**src/rtl/mod_res_pkg.sv**
```systemverilog
package mod_res_pkg;

    // Next action of the wrapping counter.
    typedef enum logic [1:0] {
        STEP_HOLD = 2'd0,
        STEP_INC  = 2'd1,
        STEP_WRAP = 2'd2
    } step_e;

    // Number of k-bit digits needed to cover a field of the given width.
    function automatic int digit_count(input int field_w, input int digit_w);
        return (field_w + digit_w - 1) / digit_w;
    endfunction

endpackage

```
**src/rtl/residue_fold.sv**
```systemverilog
// Adds two k-bit digits modulo 2^k-1 with an end-around carry.
module residue_fold #(
    parameter int DIGIT_W = 2
) (
    input  logic [DIGIT_W-1:0] a_i,
    input  logic [DIGIT_W-1:0] b_i,
    output logic [DIGIT_W-1:0] sum_o
);
    localparam int MODV = (1 << DIGIT_W) - 1;

    logic [DIGIT_W:0] raw_sum;

    always_comb begin
        raw_sum = {1'b0, a_i} + {1'b0, b_i};
        sum_o   = raw_sum[DIGIT_W-1:0] + DIGIT_W'(raw_sum[DIGIT_W]);
    end


    always_comb begin
        fold_congruent_chk: assert ((int'(sum_o) % MODV) == ((int'(a_i) + int'(b_i)) % MODV))
            else $error("fold result not congruent to digit sum");
    end

endmodule

```
**src/rtl/residue_tree.sv**
```systemverilog
// Balanced tree of residue folds: value modulo 2^k-1.
module residue_tree #(
    parameter int IN_W    = 15,
    parameter int DIGIT_W = 2
) (
    input  logic [IN_W-1:0]    value_i,
    output logic [DIGIT_W-1:0] residue_o,
    output logic               is_zero_o
);
    import mod_res_pkg::*;

    localparam int NDIG   = digit_count(IN_W, DIGIT_W);
    localparam int LEAVES = 1 << $clog2(NDIG);
    localparam int PAD_W  = LEAVES * DIGIT_W;
    localparam int NODES  = 2 * LEAVES - 1;
    localparam int MODV   = (1 << DIGIT_W) - 1;
    localparam logic [DIGIT_W-1:0] ALL_ONES = '1;

    logic [PAD_W-1:0]   padded;
    logic [DIGIT_W-1:0] node [NODES];

    assign padded = PAD_W'(value_i);

    // Leaves occupy the upper half of the heap-ordered node array.
    for (genvar l = 0; l < LEAVES; l++) begin : g_leaf
        assign node[LEAVES-1+l] = padded[l*DIGIT_W +: DIGIT_W];
    end

    // Each inner node folds its two children.
    for (genvar n = 0; n < LEAVES - 1; n++) begin : g_fold
        residue_fold #(.DIGIT_W(DIGIT_W)) u_fold (
            .a_i  (node[2*n+1]),
            .b_i  (node[2*n+2]),
            .sum_o(node[n])
        );
    end

    always_comb begin
        residue_o = (node[0] == ALL_ONES) ? '0 : node[0];
        is_zero_o = (residue_o == '0);
    end


    always_comb begin
        tree_residue_chk: assert (longint'(residue_o) == (longint'(value_i) % longint'(MODV)))
            else $error("tree residue differs from arithmetic modulus");
    end


    always_comb begin
        tree_zero_chk: assert (is_zero_o == ((longint'(value_i) % longint'(MODV)) == 0))
            else $error("tree zero flag wrong");
    end

endmodule

```
**src/rtl/wrap_counter.sv**
```systemverilog
// Up-counter from 0 to CNT_MAX with hold and wrap.
module wrap_counter #(
    parameter int CNT_MAX = 100000,
    parameter int CNT_W   = $clog2(CNT_MAX + 1)
) (
    input  logic             clk,
    input  logic             rst,
    input  logic             en,
    output logic [CNT_W-1:0] cnt_o
);
    import mod_res_pkg::*;

    localparam logic [CNT_W-1:0] LIMIT = CNT_W'(CNT_MAX);

    step_e            step;
    logic [CNT_W-1:0] cnt_q;

    // Step selection.
    always_comb begin
        if (!en)                 step = STEP_HOLD;
        else if (cnt_q == LIMIT) step = STEP_WRAP;
        else                     step = STEP_INC;
    end

    // Count register.
    always_ff @(posedge clk) begin
        if (rst) begin
            cnt_q <= '0;
        end else begin
            unique case (step)
                STEP_HOLD: cnt_q <= cnt_q;
                STEP_INC:  cnt_q <= cnt_q + 1'b1;
                STEP_WRAP: cnt_q <= '0;
                default:   cnt_q <= '0;
            endcase
        end
    end

    assign cnt_o = cnt_q;


    reset_zero_chk: assert property (@(posedge clk) rst |=> (cnt_q == '0))
        else $error("count not cleared by reset");


    step_inc_chk: assert property (@(posedge clk) disable iff (rst)
        (en && cnt_q < LIMIT) |=> (cnt_q == $past(cnt_q) + 1'b1))
        else $error("count did not advance");


    step_wrap_chk: assert property (@(posedge clk) disable iff (rst)
        (en && cnt_q == LIMIT) |=> (cnt_q == '0))
        else $error("count did not wrap");


    step_hold_chk: assert property (@(posedge clk) disable iff (rst)
        !en |=> $stable(cnt_q))
        else $error("count moved while disabled");


    count_range_chk: assert property (@(posedge clk) disable iff (rst)
        cnt_q <= LIMIT)
        else $error("count above limit");

endmodule

```
**src/rtl/mod12_tick_counter.sv**
```systemverilog
// Top: wrapping counter plus multiple-of-twelve strobe.
module mod12_tick_counter #(
    parameter int CNT_MAX = 100000,
    parameter int CNT_W   = $clog2(CNT_MAX + 1)
) (
    input  logic             clk,
    input  logic             rst,
    input  logic             en,
    output logic [CNT_W-1:0] count_o,
    output logic             tick_o
);
    localparam int LOW_W   = 2;
    localparam int UPPER_W = CNT_W - LOW_W;
    localparam int MOD3_K  = 2;

    logic [CNT_W-1:0]  cnt;
    logic [MOD3_K-1:0] upper_res;
    logic              upper_div3;
    logic              low_div4;

    wrap_counter #(.CNT_MAX(CNT_MAX), .CNT_W(CNT_W)) u_cnt (
        .clk  (clk),
        .rst  (rst),
        .en   (en),
        .cnt_o(cnt)
    );

    residue_tree #(.IN_W(UPPER_W), .DIGIT_W(MOD3_K)) u_mod3 (
        .value_i  (cnt[CNT_W-1:LOW_W]),
        .residue_o(upper_res),
        .is_zero_o(upper_div3)
    );

    always_comb begin
        low_div4 = (cnt[LOW_W-1:0] == '0);
        tick_o   = low_div4 && upper_div3;
        count_o  = cnt;
    end


    tick_low_bits_chk: assert property (@(posedge clk) disable iff (rst)
        tick_o |-> (count_o[1:0] == 2'b00))
        else $error("strobe with nonzero low bits");


    tick_mod12_chk: assert property (@(posedge clk) disable iff (rst)
        tick_o == ((int'(count_o) % 12) == 0))
        else $error("strobe disagrees with count mod 12");


    tick_after_reset_chk: assert property (@(posedge clk) rst |=> tick_o)
        else $error("no strobe after reset");

endmodule

```
**config.mk**
```make
export PLATFORM = sky130hd
export DESIGN_NAME = mod12_tick_counter
export DESIGN_NICKNAME = d
export VERILOG_FILES = /design/src/rtl/mod_res_pkg.sv /design/src/rtl/residue_fold.sv /design/src/rtl/residue_tree.sv /design/src/rtl/wrap_counter.sv /design/src/rtl/mod12_tick_counter.sv
export SDC_FILE = /design/constraint.sdc
export NUM_CORES = 1
export LEC_CHECK = 0
export ABC_AREA = 1
export BUFFER_PORTS_ARGS = -buffer_cell sky130_fd_sc_hd__buf_4
export CORE_UTILIZATION = 50
export CTS_CLUSTER_DIAMETER = 80
export DETAILED_ROUTE_END_ITERATION = 10
export HOLD_SLACK_MARGIN = 0.08
export PLACE_DENSITY = 0.84
export SLEW_MARGIN = 5
export SYNTH_ARGS = -nofsm -noshare
export SYNTH_HDL_FRONTEND = slang
export SYNTH_HIERARCHICAL = 1
export SYNTH_SLANG_ARGS = --single-unit
```
**constraint.sdc**
```tcl
create_clock -name clk -period 3.8 [get_ports clk]
set_clock_uncertainty 0.1 [all_clocks]
set_input_delay 0.19 -clock clk [delete_from_list [all_inputs] [get_ports clk]]
set_output_delay 0.19 -clock clk [all_outputs]
set_load 0.02 [all_outputs]
```
Word level (Yosys, flattened, before mapping)
Index checks and enable logic that the tools add are counted.

Bits in registers: 17. Bits of input ports: 3. Output and inout bits: 18.

Equality and inequality tests: 3. Multiplexer cells: 4. Reductions and logical operators: 4. Add/subtract/negate cells: 15.

Operator list (number): $pmux W17 S2 (1); $add A2 B2 Y3 (6); $add A17 B1 Y17 const B (1); $eq A17 B17 Y1 const B (1); $add A2 B1 Y2 (7); $logic_not A2 Y1 (3); $mux W2 (3); $add A2 B1 Y3 (1); $eq A2 B1 Y1 const B (1); $eq A2 B2 Y1 const B (1); $logic_and A1 B1 Y1 (1).

Logic depth before layout (Yosys ltp)
Depth after elaboration: 10. Mapped depth: 19.

Cells and area by module
The synthesis kept the hierarchy.

Modules (own cells, without submodules): wrap_counter (instances 1, area an instance 1048.5 um^2, cells each 156); residue_fold (instances 7, area an instance 63.8 um^2, cells each 8); residue_tree (instances 1, area an instance 36.3 um^2, cells each 5); mod12_tick_counter (instances 1, area an instance 13.8 um^2, cells each 3).

Worst setup path before layout
Ideal clock, no wire load.

Path type: register -> output. Start point: register u_cnt.cnt_q[2], in the netlist u_cnt/cnt_o[2]. End point: output tick_o. Data required time: 3.510 ns. Stages on the path, launching flop included: 14. Setup slack: -0.060 ns. Arrival: 3.570 ns. Cell sequence: dfxtp_1 > ha_1 > fa_1 > ha_1 > ha_1 > fa_1 > ha_1 > ha_1 > fa_1 > ha_1 > inv_1 > ha_1 > nand2_1 > nor2_2.

RTL lines: from (decl) (RTL line wrap_counter.sv:16) `logic [CNT_W-1:0] cnt_q;`; from (signal assigned) (RTL line wrap_counter.sv:31) `STEP_HOLD: cnt_q <= cnt_q;`; from (signal assigned) (RTL line wrap_counter.sv:32) `STEP_INC: cnt_q <= cnt_q + 1'b1;`; to (decl) (RTL line mod12_tick_counter.sv:10) `output logic tick_o`.

==> flow_summary.json <==
{
  "syn_nets": 245,
  "critPathKind": "reg -> out",
  "hold_viol": 0,
  "ant_nets": 0,
  "final_common_cell": "nand2_1",
  "critPathRequiredTime_ns": 3.51,
  "ctsLongestPathBuffers": 2,
  "yosys_warnings": 6,
  "hpwl_um": 2690,
  "post_drt_wl_per_cell_um": 12.3,
  "setup_ws_ns": -0.0157,
  "period_share": 1.00,
  "port-buffer-count": 20,
  "cts_made_buffers": 3,
  "hold_ws_ns": 0.188,
  "num_rows": 19,
  "slowest_delay_ns": 0.59,
  "fp.dieW_um": 57.3,
  "dieArea_um2": 3280,
  "dpl_cell_area_um2": 1820,
  "status": "finished with violations",
  "grt_pass1_wl_um": 6150,
  "wl_um": 3550,
  "setup_viol": 1,
  "largest_register_ffs": 17,
  "startpoint_type": "flip-flop",
  "syn_inst": 218,
  "worst_ep_arrival_time_ns": 3.53,
  "cts_tree": "done",
  "synth_area_per_cell_um2": 7.01,
  "cp_max_fo": 2,
  "area.growth.synth_to_final_pct": 35.4,
  "antenna_found_initial": 0,
  "fin_area_um2": 2070,
  "io_pins": 21,
  "worstReg2RegStart": "u_cnt/cnt_o[1]",
  "pre_cts_ws_ns": -0.0518,
  "grt_pass1_vias": 1447,
  "crit_chain": "ha_4 > fa_2 > ha_4 > ha_4 > fa_2 > inv_2 > nand2_2 > nand2_2 > fa_2 > inv_2 > nand2_1 > nand2_1 > ha_1 > nand2_2 > nor2_4 > buf_6",
  "gp_congestion": 0.919,
  "path_clk_slew_ns": 0.10,
  "power.total_mw": 0.323,
  "drt_iter0_markers": 45,
  "syn_area_um2": 1530,
  "htree_levels": 1,
  "grt_max_degree": 11,
  "num-fill-cells": 213,
  "peakVddDrop_mv": 0.221,
  "rr_endpoint": "u_cnt/cnt_o[10]",
  "endpoint_kind": "output port",
  "finalCriticalPeriod_ns": 3.82,
  "track_usage": 0.245,
  "viasPerCell": 5.11,
  "drv_cap": 0,
  "start_util": 0.540,
  "pwr_density_cell_nw_per_um2": 156,
  "finish.utilization": 0.732,
  "crit_start": "u_cnt/cnt_o[8]",
  "layout.nets": 285,
  "first_pass_iters": 7,
  "coreArea_um2": 2830,
  "antenna_cells": 0,
  "critical_path.endpoint": "tick_o",
  "hold_path_class": "in -> reg",
  "rsz0062_at_grt": "true",
  "vias": 1472,
  "critPathSlowestCell": "fa_2",
  "clock_latency_ns": 0.29,
  "ff2ff_path_depth": 7,
  "p_leak_nw": 0.949,
  "max_clock_freq_mhz": 262,
  "cts-root-buf": "clkbuf_4",
  "final_cell_mix": "nand2_1 (58), nor2_1 (38), buf_4 (35)",
  "drcViolationCount": 4,
  "drive_gt1_frac": 0.362,
  "cts_sinks": 17,
  "slew_violations": 0,
  "overflow": 0,
  "violations": "design-rule violations, negative setup slack",
  "die_y_um": 57.3,
  "reg2reg_slack_ns": 2.16
}
==> through the flow <==
step | cells | TNS [ns]
6_report | 288 | -0.0157
5_1_grt | 288 | -0.136
4_1_cts | 288 | -0.0587
3_5_place_dp | 282 | -0.0518
3_3_place_gp | 282 | 0
2_1_floorplan | 218 | 0
==> worst min path at each step <==
| stage | startpoint | endpoint | slack, ns | depth (start not counted) |
|---|---|---|---|---|
| 5_1_grt | en | u_cnt/cnt_o[0] | 0.19 | 4 |
| 6_report | en | u_cnt/cnt_o[12] | 0.19 | 4 |
| 4_1_cts | en | u_cnt/cnt_o[16] | 0.18 | 4 |
| 3_3_place_gp | rst | u_cnt/cnt_o[13] | 0.36 | 2 |
| 3_5_place_dp | rst | u_cnt/cnt_o[13] | 0.36 | 2 |
| 2_1_floorplan | rst | u_cnt/cnt_o[3] | 0.40 | 2 |
==> power by group <==
part / internal [mW] / switching (mW) / leakage [nW]
sequential: 0.180 / 0.00373 / 0.142
clock: 0.0392 / 0.0586 / 0.0177
combinational: 0.0172 / 0.0243 / 0.790
total: 0.236 / 0.0867 / 0.949
==> metal layers <==
layer | routed length (µm) | up-vias | GRT usage
li1 | - | 741 | -
met1 | 1540 | 675 | 0.288
met2 | 1720 | 46 | 0.439
met3 | 190 | 10 | 0.0544
met4 | 103 | 0 | 0.0871
met5 | 0 | - | 0
==> area by class of cell <==
class	instances	area (µm²)	share of cell area
clock inverters	1	5.00	0.00242
flip-flops and latches	17	350	0.169
multi-input cells	166	1240	0.599
clock buffers	3	22.5	0.0109
well taps	31	38.8	0.0187
inverters	33	129	0.0623
repair buffers	37	284	0.137
==> critical path: cells and delay by family, from the launching register on <==
| family | cells | cell delay [ns] |
|---|---|---|
| adders and majority gates | 7 | 2.34 |
| DFF | 1 | 0.35 |
| buffers and inverters | 3 | 0.19 |
| and+or+nand+nor | 6 | 0.34 |
==> repair_timing <==
action | 4_1_cts | 5_1_grt
buffers inserted | 1 | 0
gates cloned | 0 | 0
hold buffers | 1 | 0
hold endpoints to repair | 8 | 0
gates resized for setup | 36 | 5
setup endpoints to repair | 1 | 1
pin swaps | 16 | 6
Note: power is estimated with default switching activity, not from simulation.
